[src/rtl/spi_fv_pkg.sv]
package spi_fv_pkg;
    localparam int FRAME_W  = 16;
    localparam int FLD_W    = 3;
    localparam int MODE_LSB = 0;
    localparam int CFG_LSB  = 3;
    localparam int SUM_LO   = 6;
    localparam int SUM_HI   = 13;
    localparam int SUM_POS  = 14;
    localparam int CNT_W    = $clog2(FRAME_W) + 1;
    localparam logic [CNT_W-1:0] CNT_MAX = '1;

    typedef struct packed {
        logic [FLD_W-1:0] cfg;
        logic [FLD_W-1:0] mode;
    } cmd_fields_t;

    // received word holds frame bits 14..0
    function automatic logic sum_ok(input logic [FRAME_W-2:0] w);
        return w[SUM_POS] == (^w[SUM_HI:SUM_LO]);
    endfunction

    function automatic cmd_fields_t fields_of(input logic [FRAME_W-2:0] w);
        cmd_fields_t f;
        f.mode = w[MODE_LSB +: FLD_W];
        f.cfg  = w[CFG_LSB  +: FLD_W];
        return f;
    endfunction
endpackage

[src/rtl/spi_fv_sync.sv]
module spi_fv_sync #(
    parameter int N      = 3,
    parameter int STAGES = 2,
    parameter logic [N-1:0] RST_VAL = '0
) (
    input  logic         clk,
    input  logic         rst,
    input  logic [N-1:0] d_in,
    output logic [N-1:0] d_out
);
    for (genvar i = 0; i < N; i++) begin : g_bit
        logic [STAGES-1:0] chain;
        always_ff @(posedge clk) begin
            if (rst) chain <= {STAGES{RST_VAL[i]}};
            else     chain <= {chain[STAGES-2:0], d_in[i]};
        end
        assign d_out[i] = chain[STAGES-1];
    end
endmodule

[src/rtl/spi_fv_shift.sv]
module spi_fv_shift
    import spi_fv_pkg::*;
(
    input  logic               clk,
    input  logic               rst,
    input  logic               cs_fall,
    input  logic               cs_active,
    input  logic               sclk_rise,
    input  logic               sclk_fall,
    input  logic               mosi_s,
    input  logic [FRAME_W-1:0] load_word,
    output logic [FRAME_W-2:0] rx_word,
    output logic [CNT_W-1:0]   bit_cnt,
    output logic               miso
);
    logic [FRAME_W-1:0] tx_q;

    always_ff @(posedge clk) begin
        if (rst) begin
            tx_q    <= '0;
            rx_word <= '0;
            bit_cnt <= '0;
        end else if (cs_fall) begin
            tx_q    <= load_word;
            bit_cnt <= '0;
        end else if (cs_active) begin
            if (sclk_rise) begin
                rx_word <= {rx_word[FRAME_W-3:0], mosi_s};
                if (bit_cnt != CNT_MAX) bit_cnt <= bit_cnt + 1'b1;
            end
            if (sclk_fall) tx_q <= {tx_q[FRAME_W-2:0], 1'b0};
        end
    end

    assign miso = tx_q[FRAME_W-1];
endmodule

[src/rtl/spi_fv_check.sv]
module spi_fv_check
    import spi_fv_pkg::*;
(
    input  logic               clk,
    input  logic               rst,
    input  logic               cs_rise,
    input  logic [FRAME_W-2:0] rx_word,
    input  logic [CNT_W-1:0]   bit_cnt,
    input  logic               irq_mask,
    output logic               upd_valid,
    output cmd_fields_t        fields,
    output logic               spi_fail,
    output logic               irq,
    output logic               repeat_next
);
    logic len_ok, chk_ok;
    assign len_ok = (bit_cnt == CNT_W'(FRAME_W));
    assign chk_ok = sum_ok(rx_word);

    always_ff @(posedge clk) begin
        if (rst) begin
            upd_valid   <= 1'b0;
            fields      <= '0;
            spi_fail    <= 1'b0;
            irq         <= 1'b0;
            repeat_next <= 1'b0;
        end else begin
            upd_valid <= 1'b0;
            irq       <= 1'b0;
            if (cs_rise) begin
                repeat_next <= !len_ok;
                if (!len_ok) begin
                    spi_fail <= 1'b1;
                    irq      <= !irq_mask;
                end else if (chk_ok) begin
                    upd_valid <= 1'b1;
                    fields    <= fields_of(rx_word);
                    spi_fail  <= 1'b0;
                end
            end
        end
    end
endmodule

[src/rtl/spi_frame_validator.sv]
module spi_frame_validator
    import spi_fv_pkg::*;
#(
    parameter int SYNC_STAGES = 2
) (
    input  logic               clk,
    input  logic               rst,
    input  logic               spi_sclk,
    input  logic               spi_csn,
    input  logic               spi_mosi,
    input  logic [FRAME_W-2:0] status_in,
    input  logic               irq_mask,
    output logic               spi_miso,
    output logic               upd_valid,
    output logic [FLD_W-1:0]   upd_mode,
    output logic [FLD_W-1:0]   upd_cfg,
    output logic               spi_fail,
    output logic               irq
);
    logic [2:0] pins_s;
    logic       sclk_q, csn_q;
    logic       sclk_rise, sclk_fall, cs_fall, cs_rise;
    logic [FRAME_W-2:0] rx_word;
    logic [CNT_W-1:0]   bit_cnt;
    logic [FRAME_W-1:0] load_word, last_word;
    logic               repeat_next;
    cmd_fields_t        fields;

    spi_fv_sync #(.N(3), .STAGES(SYNC_STAGES), .RST_VAL(3'b010)) u_sync (
        .clk(clk), .rst(rst),
        .d_in({spi_mosi, spi_csn, spi_sclk}),
        .d_out(pins_s)
    );

    always_ff @(posedge clk) begin
        if (rst) begin
            sclk_q    <= 1'b0;
            csn_q     <= 1'b1;
            last_word <= '0;
        end else begin
            sclk_q <= pins_s[0];
            csn_q  <= pins_s[1];
            if (cs_fall) last_word <= load_word;
        end
    end

    assign sclk_rise = pins_s[0] & ~sclk_q;
    assign sclk_fall = ~pins_s[0] & sclk_q;
    assign cs_fall   = ~pins_s[1] & csn_q;
    assign cs_rise   = pins_s[1] & ~csn_q;
    assign load_word = repeat_next ? last_word : {1'b1, status_in};

    spi_fv_shift u_shift (
        .clk(clk), .rst(rst),
        .cs_fall(cs_fall), .cs_active(~pins_s[1]),
        .sclk_rise(sclk_rise), .sclk_fall(sclk_fall),
        .mosi_s(pins_s[2]), .load_word(load_word),
        .rx_word(rx_word), .bit_cnt(bit_cnt), .miso(spi_miso)
    );

    spi_fv_check u_check (
        .clk(clk), .rst(rst),
        .cs_rise(cs_rise), .rx_word(rx_word), .bit_cnt(bit_cnt),
        .irq_mask(irq_mask),
        .upd_valid(upd_valid), .fields(fields), .spi_fail(spi_fail),
        .irq(irq), .repeat_next(repeat_next)
    );

    assign upd_mode = fields.mode;
    assign upd_cfg  = fields.cfg;
endmodule

[config.mk]
export PLATFORM = sky130hd
export DESIGN_NAME = spi_frame_validator
export DESIGN_NICKNAME = d
export VERILOG_FILES = /design/src/rtl/spi_fv_pkg.sv /design/src/rtl/spi_fv_sync.sv /design/src/rtl/spi_fv_shift.sv /design/src/rtl/spi_fv_check.sv /design/src/rtl/spi_frame_validator.sv
export SDC_FILE = /design/constraint.sdc
export NUM_CORES = 1
export LEC_CHECK = 0
export ABC_AREA = 1
export BUFFER_PORTS_ARGS = -buffer_cell sky130_fd_sc_hd__buf_2
export CORE_MARGIN = 1
export CORE_UTILIZATION = 40
export DETAILED_ROUTE_END_ITERATION = 10
export PLACE_DENSITY_LB_ADDON = 0.2
export SKIP_CTS_REPAIR_TIMING = 1
export SLEW_MARGIN = 20
export SYNTH_ARGS = -nofsm -noshare
export SYNTH_HDL_FRONTEND = slang
export SYNTH_SLANG_ARGS = --single-unit
[constraint.sdc]
create_clock -name clk -period 2 [get_ports clk]
set_clock_uncertainty 0.1 [all_clocks]
set_input_delay 0.3 -clock clk [delete_from_list [all_inputs] [get_ports clk]]
set_output_delay 0.3 -clock clk [all_outputs]
set_load 0.05 [all_outputs]
# After elaboration in Yosys (flattened, before gate mapping)
# Index checks and enable logic that the tools add are counted.
[word_totals]
register_bits = 70
inputBits = 21
out_inout_bits = 10
wordCells = 51
[classes]
addsub = 1
eq_ne = 5
n_mux = 7
bitwise_logic = 11
n_reduce_logical = 12
[ops]
columns = ["operator", "n"]
rows = [
  ["$mux W16", 4],
  ["$reduce_and A3 Y1", 3],
  ["$reduce_xor A8 Y1", 1],
  ["$not A1 Y1", 7],
  ["$reduce_or A3 Y1", 2],
  ["$add A5 B1 Y5 const B", 1],
  ["$eq A5 B5 Y1 const B", 1],
  ["$ne A5 B5 Y1 const B", 1],
  ["$and A1 B1 Y1", 4],
  ["$ne A2 B2 Y1 const B", 2],
  ["$reduce_and A2 Y1", 2],
  ["$mux W1", 3],
  ["$logic_not A1 Y1", 2],
  ["$reduce_bool A2 Y1", 1],
  ["$reduce_or A2 Y1", 1],
  ["$eq A1 B1 Y1", 1],
]

# Longest topological paths before layout
# Gate-level depths: netlist of the first run.
[logic_depth]
word_depth = 5
depth_mapped = 11

# Modules after synthesis
# From an unflattened synthesis of the first run, not the netlist that was laid out.
[unflattened]
cells_unflattened = 485
hier_area_um2 = 3449.6
[by_module_without_submodules]
columns = ["mod", "n_inst", "cells_each", "area_each_um2"]
rows = [
  ["spi_fv_shift", 1, 223, 1695.4],
  ["spi_frame_validator", 1, 173, 1033.5],
  ["spi_fv_check", 1, 67, 529.3],
  ["spi_fv_sync", 1, 22, 191.4],
]

# Least setup slack after synthesis of the first run
# No wires, ideal clock.
[synth_path]
path_kind = "flip-flop to flip-flop"
start = "reg u_shift.bit_cnt[0]"
end = "reg u_shift.bit_cnt[3]"
setup_ns = 0.122
arrival_ns = 1.316
slack_ns = 0.462
path_stages_with_launch = 9
path_buffers = 1
period_less_slack_ns = 1.538
path_cell_list = "dfxtp_1 ha_1 inv_1 nor3_1 ha_1 or2_1 buf_6 o21ai_0 a21oi_1"
[synth_between]
elab_chain_len = 2
[synth_lines]
columns = ["item", "line_no", "rtl"]
rows = [
  ["start, declared", "spi_fv_shift.sv:13", "output logic [CNT_W-1:0] bit_cnt,"],
  ["start signal, assigned", "spi_fv_shift.sv:29", "if (bit_cnt != CNT_MAX) bit_cnt <= bit_cnt + 1'b1;"],
  ["parallel branches: the longest is 2 deep, another holds $add A5 B1 Y5", "-", ""],
]
# Several ways; the timed one is not identified.
# A chain may end at the register's enable or synchronous reset.

# Worst setup path after layout of the first run
[layout_path]
start = "reg u_shift.bit_cnt[0]"
end = "reg u_shift.bit_cnt[4]"
# The elaborated chain is that of the path after synthesis.

==> flow_metrics.tcl, run 1 <==
set metrics [dict create \
    final_common_cell "dfxtp_1" \
    hp-class "in -> reg" \
    layout-drive-gt1-share_pct 19.7 \
    power-per-cell-area_nw_per_um2 833 \
    coreArea_sq_um 6910 \
    gr-usage-met2_pct 25.7 \
    status "complete, no violations" \
    wirelength_microns 5420 \
    critPathMaxFanout 10 \
    nets 420 \
    io_pins 31 \
    synth-seq-cells 70 \
    syn_nets 393 \
    insertion_delay_ns 0.33 \
    area_delta_synth_final_pct 14.2 \
    cts.clk_slew.worst_paths_ns 0.07 \
    finalHoldViolations 0 \
    cp.arrival_ns 1.80 \
    die_y_microns 87.1 \
    critPathKind "reg -> reg" \
    wire_per_inst_microns 10.9 \
    whs_ns 0.00984 \
    yosysWarnings 0 \
    rsz0062_at_grt "no" \
    cp-start-kind "register" \
    via_per_inst 4.75 \
    max_cap_violations 0 \
    grt_usage_pct 16.0 \
    grt_use_met3_pct 4.64 \
    syn_area_sq_um 2900 \
    fin_util_pct 47.9 \
    synth_cells 369 \
    io_buffers 30 \
    end_kind "register" \
    initial_utilization_pct 41.9 \
    drt_iter0_markers 81 \
    die_w_microns 87.1 \
    drt_first_pass_iters 7 \
    hpwlAfterDp_microns 3610 \
    cts_sinks 70 \
    use_met1_pct 19.9 \
    dp_cells 481 \
    cts_tree "yes" \
    clock.fmax_mhz 592 \
    crit_required_ns 2.11 \
    die-area_sq_um 7590 \
    min_period_over_period_pct 84.5 \
    antenna_found_initial 0 \
    tns_ns 0 \
    power_uw 2760 \
    grt-ovfl-total 0 \
    cts_max_path_buffers 2 \
    postRouteAntennaNets 0 \
    gp_congestion 0.706 \
    grt_pass1_wl_microns 9340 \
    grt_max_degree 31 \
    yosysSeqAreaShare_pct 48.4 \
    drv_slew 0 \
    layout_common_cells "70 x dfxtp_1, 58 x a21oi_1, 55 x nand2_1, 43 x nor2_1, 35 x o21ai_0" \
    slew_headroom_pct 71.6 \
    ys_types 29 \
    setup_viol 0 \
    layout.cells.non_filler 497 \
    syn_area_per_cell_sq_um 7.85 \
    dr_total_vias 2363 \
    top_usage_layer "met2" \
    period_minus_slack_ns 1.69 \
    rows 30 \
    n_antenna_cell 0 \
    grt_pass1_vias 2092 \
    htreeDepth 3 \
    leakage_uw 0.00141 \
    peakVddDrop_mv 0.506 \
    route.detailed.drc 0 \
    cts_buffers 9 \
    cts-root-buf "clkbuf_8" \
    worst_pin_slew_ns 0.426 \
]
## per-layer routing
layer  part of all wire, %  routed length, microns
met1                    51                    2780
met2                    43                    2340
met3                   4.1                     224
met4                   1.4                      75
met5                     0                       0
## worst max-delay path: stages (launching register included)
cell and delay (ns):
dfxtp_1 0.33, ha_1 0.19, inv_1 0.08, nor3_1 0.05, ha_1 0.16, or2_1 0.34, o21ai_0 0.25, a21oi_1 0.07
## worst paths after layout
path,startpoint,cells past startpoint,to,slack [ns]
worst max register to register,u_shift.bit_cnt[0]$_SDFFE_PP0P_,7,u_shift.bit_cnt[4]$_SDFFE_PP0P_,0.31
worst min register to register,u_sync.g_bit[1].chain[0]$_SDFF_PP1_,1,u_sync.g_bit[1].chain[1]$_SDFF_PP1_,0.31
worst min-delay path,irq_mask,2,u_check.irq$_SDFF_PP0_,0.01
worst max-delay path,u_shift.bit_cnt[0]$_SDFFE_PP0P_,7,u_shift.bit_cnt[4]$_SDFFE_PP0P_,0.31
## registers in the layout (all words and copies together) (netlist names)
name	count
last_word	16
u_shift.tx_q	16
u_shift.rx_word	15
u_check.fields	6
u_sync.g_bit.chain	6
u_shift.bit_cnt	5
csn_q	1
sclk_q	1
u_check.irq	1
u_check.repeat_next	1
u_check.spi_fail	1
u_check.upd_valid	1
## cell type report
cell class	instances	area, sq um
Sequential cell	70	1400
Clock inverter	4	45.0
Tap cell	96	120
Fill cell	743	3600
Timing Repair Buffer	37	215
Clock buffer	12	155
Inverter	29	109
Multi-Input combinational cell	249	1260
## where the power goes
part	internal (uW)	switching [uW]
Sequential	1430	17.4
Clock	638	499
Combinational	63.3	107
## stage by stage
step | instance area, sq um | setup slack, ns
after global routing | 3310 | 0.200
final | 3310 | 0.310
after detailed placement | 3110 | 0.378
after CTS | 3310 | 0.313
after floorplan | 2900 | 0.462
after global placement | 3110 | 0.417
## cells by family (layout without fill, tap and decap cells)
| group | after synthesis | after routing | synth area share, % |
|---|---|---|---|
| and+or+nand+nor | 132 | 132 | 20.3 |
| adders and majority gates | 3 | 3 | 1.30 |
| AOI/OAI and AO/OA | 110 | 110 | 20.7 |
| DFF | 70 | 70 | 48.4 |
| xor gates and xnor gates | 4 | 4 | 1.21 |
| buffers and inverters | 50 | 82 | 8.08 |
## cells in the mapped netlist, drive strengths merged
| library cell | count | area [sq um] |
|---|---|---|
| buf | 16 | 106 |
| or2 | 3 | 18.8 |
| a31oi | 2 | 12.5 |
| a21oi | 69 | 387 |
| ha | 3 | 37.5 |
| inv | 28 | 105 |
| nand4 | 7 | 43.8 |
| xnor2 | 3 | 26.3 |
| nor3 | 2 | 10.0 |
| a211oi | 1 | 7.51 |
| dfxtp | 70 | 1400 |
| nand2 | 59 | 241 |
| clkinv | 1 | 3.75 |
| nor2 | 49 | 214 |
| o21ai | 37 | 185 |
| xor2 | 1 | 8.76 |
| o2111ai | 1 | 8.76 |
| nand3 | 12 | 60.1 |
| clkbuf | 5 | 18.8 |
No activity file was read; power rests on OpenSTA's default activity.
==> inputs of run 2 (changes only) <==
--- a/config.mk
+++ b/config.mk
@@ -5,7 +5,7 @@
 export SDC_FILE = /design/constraint.sdc
 export NUM_CORES = 1
 export LEC_CHECK = 0
-export ABC_AREA = 1
+export ABC_AREA = 0
 export BUFFER_PORTS_ARGS = -buffer_cell sky130_fd_sc_hd__buf_2
 export CORE_MARGIN = 1
 export CORE_UTILIZATION = 40
==> constraint.sdc (replaced) <==
create_clock -name clk -period 1.7 [get_ports clk]
set_clock_uncertainty 0.1 [all_clocks]
set_input_delay 0.255 -clock clk [delete_from_list [all_inputs] [get_ports clk]]
set_output_delay 0.255 -clock clk [all_outputs]
set_load 0.05 [all_outputs]
==> flow_metrics.tcl, run 2 <==
set metrics [dict create \
    status "finished, violations left" \
    violations "negative setup slack" \
    hold_depth 2 \
    max_cap_violations 0 \
    wirelength_microns 5320 \
    synth_compound_area_share_pct 14.0 \
    worst_pin_slew_ns 0.336 \
    maxUsedRoutingLayer "met4" \
    synth_common_cells "70 x dfxtp_1, 60 x nand2_1, 34 x a21oi_1" \
    tns_ns -1.15 \
    yosysSeqAreaShare_pct 47.9 \
    htreeDepth 3 \
    reg2reg_to "u_check.fields[2]$_SDFFE_PP0P_" \
    yosys.cell_count.top_type "dfxtp_1" \
    cts_buffers 9 \
    nets 389 \
    yosysWarnings 0 \
    synth_top_family_by_area "simple AND/OR/NAND/NOR gates" \
    insertion_delay_ns 0.34 \
    rows 30 \
    ff2ff_path_depth 5 \
    cp-start-kind "register" \
    end_kind "register" \
    fin_util_pct 51.9 \
    synthMuxAreaShare_pct 8.30 \
    grt_usage_pct 15.7 \
    setup_viol 13 \
    cts_sinks 70 \
    die_y_microns 87.5 \
    cts_tree "yes" \
    critPathKind "reg -> reg" \
    final_common_cell "dfxtp_1" \
    synth_edf_count 0 \
    die_w_microns 87.5 \
    wl_met2_microns 2310 \
    clock.fmax_mhz 545 \
    critPathMaxFanout 8 \
    rsz0062_at_grt "yes" \
    met1_length_microns 2790 \
    wire_per_inst_microns 11.4 \
    grt_pass1_vias 2053 \
    synthXorXnorAreaFrac_pct 3.42 \
    min_period_over_period_pct 108 \
    power-per-cell-area_nw_per_um2 903 \
    crit_required_ns 1.88 \
    hpwlAfterDp_microns 3540 \
    syn_nets 344 \
    synth_cells 320 \
    syn_area_sq_um 2920 \
    gp_congestion 0.747 \
    synth_top_area_share_pct 47.9 \
    period_minus_slack_ns 1.84 \
    cts_max_path_buffers 2 \
    drt_iter0_markers 87 \
    peakVddDrop_mv 0.370 \
    ys.flop_type "dfxtp_1" \
    regArea_sq_um 1400 \
    cts-root-buf "clkbuf_8" \
    final.setup.worst_slack_ns -0.135 \
    dr_total_vias 2275 \
    synth_fa_ha_area_share_pct 1.28 \
    yosys.area_share.simple_pct 21.3 \
    multi_input_area_sq_um 1450 \
    drt_first_pass_iters 4 \
    r2r_start "u_shift.rx_word[14]$_SDFFE_PP0P_" \
    grt-ovfl-total 0 \
    cp.arrival_ns 2.02 \
    dr_wl_met3_microns 139 \
    antenna_found_initial 0 \
    via_per_inst 4.88 \
    endpoint "u_check.fields[2]$_SDFFE_PP0P_" \
    async_flop_share_pct 0 \
    io_pins 31 \
    n_antenna_cell 0 \
    area_delta_synth_final_pct 23.3 \
    ys_types 37 \
    grt_max_degree 41 \
    postRouteAntennaNets 0 \
    coreArea_sq_um 6940 \
    ff2ff_setup_slack_ns -0.14 \
    cts.clk_slew.worst_paths_ns 0.08 \
    whs_ns 0.0208 \
    route.detailed.drc 0 \
    initial_utilization_pct 42.1 \
    grt_pass1_wl_microns 9320 \
    leakage_uw 0.00127 \
    drv_slew 0 \
    layout-drive-gt1-share_pct 26.2 \
    die-area_sq_um 7650 \
    layout_common_cells "68 x dfxtp_1, 60 x nand2_1, 34 x a21oi_1, 30 x buf_2, 22 x mux2i_1" \
    power_uw 3250 \
    cp-startpoint "u_shift.rx_word[14]$_SDFFE_PP0P_" \
    yosysTopAreaCell "dfxtp_1" \
    hp-class "in -> reg" \
    syn_area_per_cell_sq_um 9.13 \
    synth-seq-cells 70 \
    finalHoldViolations 0 \
    yosys-top-cells-area "dfxtp_1 48%, nand2_1 7.7%, mux2i_1 7.5%" \
    io_buffers 30 \
    slew_headroom_pct 77.3 \
    nFillCells 666 \
    top_regs "last_word (16), u_shift.tx_q (16), u_shift.rx_word (15)" \
]
[run 2: metrics by stage]
step	cells	setup WS [ns]	cell area (sq um)
6_report	466	-0.135	3600
5_1_grt	466	-0.203	3600
4_1_cts	463	-0.144	3560
3_5_place_dp	447	-0.132	3360
3_3_place_gp	447	-0.0976	3360
2_1_floorplan	320	-0.0904	2940
[run 2: layer usage]
| layer | vias up | GRT usage, % |
|---|---|---|
| met5 | - | 0 |
| met3 | 9 | 4.27 |
| met2 | 25 | 23.9 |
| met4 | 0 | 6.56 |
| li1 | 1186 | - |
| met1 | 1055 | 20.8 |
[run 2: worst min path at each step]
stage / end / start
global placement: u_sync.g_bit[1].chain[1]$_SDFF_PP1_ / u_sync.g_bit[1].chain[0]$_SDFF_PP1_
detailed placement: u_sync.g_bit[1].chain[1]$_SDFF_PP1_ / u_sync.g_bit[1].chain[0]$_SDFF_PP1_
CTS: u_check.irq$_SDFF_PP0_ / irq_mask
finish: u_sync.g_bit[2].chain[0]$_SDFF_PP0_ / spi_mosi
floorplan: u_check.irq$_SDFF_PP0_ / irq_mask
global route: u_sync.g_bit[0].chain[0]$_SDFF_PP0_ / spi_sclk
[run 2: cell families (layout without fill, tap and decap cells)]
| logic type | after synthesis | after routing |
|---|---|---|
| fa+ha+maj | 3 | 3 |
| compound gates | 66 | 66 |
| mux | 23 | 23 |
| xor+xnor | 8 | 8 |
| flops | 70 | 70 |
| simple gates | 124 | 124 |
| buf+inv | 26 | 76 |
[run 2: where the power goes]
part | switching (uW) | internal [uW]
registers | 18.9 | 1670
clock network | 673 | 692
logic | 109 | 87.5
total | 801 | 2450
[run 2: layout make-up]
type                       instances  share of cell area (%)
clock inverter                     7                    2.19
inverter                           4                   0.417
sequential                        70                    39.0
clock buffer                       9                    3.44
tap                               96                    3.33
timing repair buffer              56                    11.5
multi-input combinational        224                    40.2
[run 2: critical path, cell delays in order, from the launching register on]
cell and delay, ns:
dfxtp_2 0.34, xor3_1 0.41, or4_4 0.44, mux2i_4 0.17
buf_12 0.15, mux2i_1 0.17
==> inputs of run 3 (changes only) <==
--- a/config.mk
+++ b/config.mk
@@ -7,10 +7,11 @@
 export LEC_CHECK = 0
 export ABC_AREA = 0
 export BUFFER_PORTS_ARGS = -buffer_cell sky130_fd_sc_hd__buf_2
+export CORE_ASPECT_RATIO = 1.1
 export CORE_MARGIN = 1
 export CORE_UTILIZATION = 40
 export DETAILED_ROUTE_END_ITERATION = 10
-export PLACE_DENSITY_LB_ADDON = 0.2
+export PLACE_DENSITY = 0.67
 export SKIP_CTS_REPAIR_TIMING = 1
 export SLEW_MARGIN = 20
 export SYNTH_ARGS = -nofsm -noshare
==> flow_metrics.tcl, run 3 (synthesis results as in run 2) <==
set metrics [dict create \
    hpwlAfterDp_microns 3590 \
    grt-ovfl-total 0 \
    antenna_found_initial 0 \
    hold_depth 2 \
    switching_share_pct 24.3 \
    gr-usage-met2_pct 23.7 \
    p_clk_share_pct 38.5 \
    grt_use_met3_pct 4.14 \
    wire_per_inst_microns 11.9 \
    grt_pass1_wl_microns 9410 \
    io_buffers 30 \
    max_cap_violations 0 \
    top_regs "last_word (16), u_shift.tx_q (16), u_shift.rx_word (15)" \
    coreArea_sq_um 7050 \
    peakVddDrop_mv 0.488 \
    layout-drive-gt1-share_pct 26.9 \
    top_usage_layer "met2" \
    switchingPower_uw 747 \
    rsz0062_at_grt "yes" \
    rows 32 \
    final.setup.worst_slack_ns -0.145 \
    layout_common_cells "67 x dfxtp_1, 60 x nand2_1, 34 x a21oi_1, 30 x buf_2, 22 x mux2i_1" \
    dp_slack_ns -0.148 \
    die_w_microns 83.5 \
    cp-start-kind "register" \
    postRouteAntennaNets 0 \
    drt_iter0_markers 131 \
    cts_buffers 9 \
    initial_utilization_pct 41.5 \
    drv_slew 0 \
    critPathKind "reg -> reg" \
    cts_max_path_buffers 2 \
    grt_usage_pct 15.2 \
    violations "negative setup slack" \
    final_common_cell "dfxtp_1" \
    setup_viol 13 \
    die_y_microns 91.7 \
    wirelength_microns 5370 \
    crit_required_ns 1.87 \
    cts_tree "yes" \
    insertion_delay_ns 0.34 \
    cts_sinks 70 \
    cp.arrival_ns 2.02 \
    end_kind "register" \
    finalHoldViolations 0 \
    period_minus_slack_ns 1.84 \
    power-per-cell-area_nw_per_um2 866 \
    combPwrFrac_pct 6.4 \
    die-area_sq_um 7650 \
    fin_util_pct 50.2 \
    use_met1_pct 19.2 \
    nFillCells 666 \
    worst_pin_slew_ns 0.375 \
    hp-class "in -> reg" \
    io_pins 31 \
    clock.fmax_mhz 542 \
    status "finished, violations left" \
    area_delta_synth_final_pct 21.1 \
    via_per_inst 5.01 \
    drt_first_pass_iters 4 \
    dr_total_vias 2269 \
    nets 387 \
    n_antenna_cell 0 \
    route.detailed.drc 0 \
    min_period_over_period_pct 109 \
    power.internal_uw 2320 \
    ff2ff_path_depth 5 \
    critPathMaxFanout 8 \
    pwr-share-seq_pct 55.1 \
    leakage_uw 0.00127 \
    grt_pass1_vias 2115 \
    cts.clk_slew.worst_paths_ns 0.07 \
    slew_headroom_pct 74.7 \
    grt_max_degree 46 \
    htreeDepth 3 \
    cts-root-buf "clkbuf_8" \
    gp_congestion 0.774 \
]
run 3: changes by cell type in the layout (fill, tap and decap cells not counted), moves of 2 or more:
| cell | delta |
|---|---|
| clkinv_4 | +2 |
| clkinvlp_4 | -3 |
| clkinv_2 | +4 |
| inv_6 | -3 |
| inv_1 | -2 |
| buf_12 | -2 |
run 3: area by class of cell:
cell class | instances | area [sq um] | area share (%)
Clock buffer | 10 | 138 | 3.89
Clock inverter | 6 | 37.5 | 1.06
Inverter | 4 | 17.5 | 0.495
Multi-Input combinational cell | 224 | 1460 | 41.3
Sequential cell | 70 | 1410 | 39.8
Tap cell | 85 | 106 | 3.00
Timing Repair Buffer | 54 | 373 | 10.5
run 3: power groups by stage:
| stage | combinational (uW) | sequential (uW) | clock, uW |
|---|---|---|---|
| floorplan | 122 | 1730 | 0 |
| global route | 220 | 1690 | 1290 |
| detailed placement | 192 | 1730 | 0 |
| CTS | 192 | 1690 | 1220 |
| global placement | 188 | 1730 | 0 |
| finish | 196 | 1690 | 1180 |
run 3: final timing paths:
check / start / endpoint / slack, ns
hold / removal: spi_mosi / u_sync.g_bit[2].chain[0]$_SDFF_PP0_ / 0.02
setup / recovery: u_shift.rx_word[14]$_SDFFE_PP0P_ / u_check.fields[5]$_SDFFE_PP0P_ / -0.14
hold reg to reg: u_sync.g_bit[1].chain[0]$_SDFF_PP1_ / u_sync.g_bit[1].chain[1]$_SDFF_PP1_ / 0.31
setup reg to reg: u_shift.rx_word[14]$_SDFFE_PP0P_ / u_check.fields[5]$_SDFFE_PP0P_ / -0.14
run 3: worst max-delay path, cell delays in order (launching register included):
cell	delay [ns]
dfxtp_2	0.33
xor3_1	0.41
or4_4	0.44
mux2i_4	0.17
buf_12	0.15
mux2i_1	0.17
run 3: per-stage QoR:
| step | TNS, ns | cell area [sq um] | total power (uW) | hold WS (ns) | std cells |
|---|---|---|---|---|---|
| finish | -1.29 | 3540 | 3070 | 0.0209 | 453 |
| global route | -2.16 | 3540 | 3210 | 0.0123 | 453 |
| global placement | -0.727 | 3310 | 1920 | 0.298 | 434 |
| CTS | -1.32 | 3480 | 3100 | -0.0481 | 450 |
| floorplan | -0.669 | 2940 | 1850 | 0.231 | 320 |
| detailed placement | -1.17 | 3310 | 1920 | 0.294 | 434 |
run 3: routing by layer:
| layer | vias up | wire [microns] |
|---|---|---|
| met5 | - | 0 |
| li1 | 1181 | - |
| met4 | 0 | 134 |
| met2 | 28 | 2500 |
| met1 | 1047 | 2600 |
| met3 | 13 | 139 |
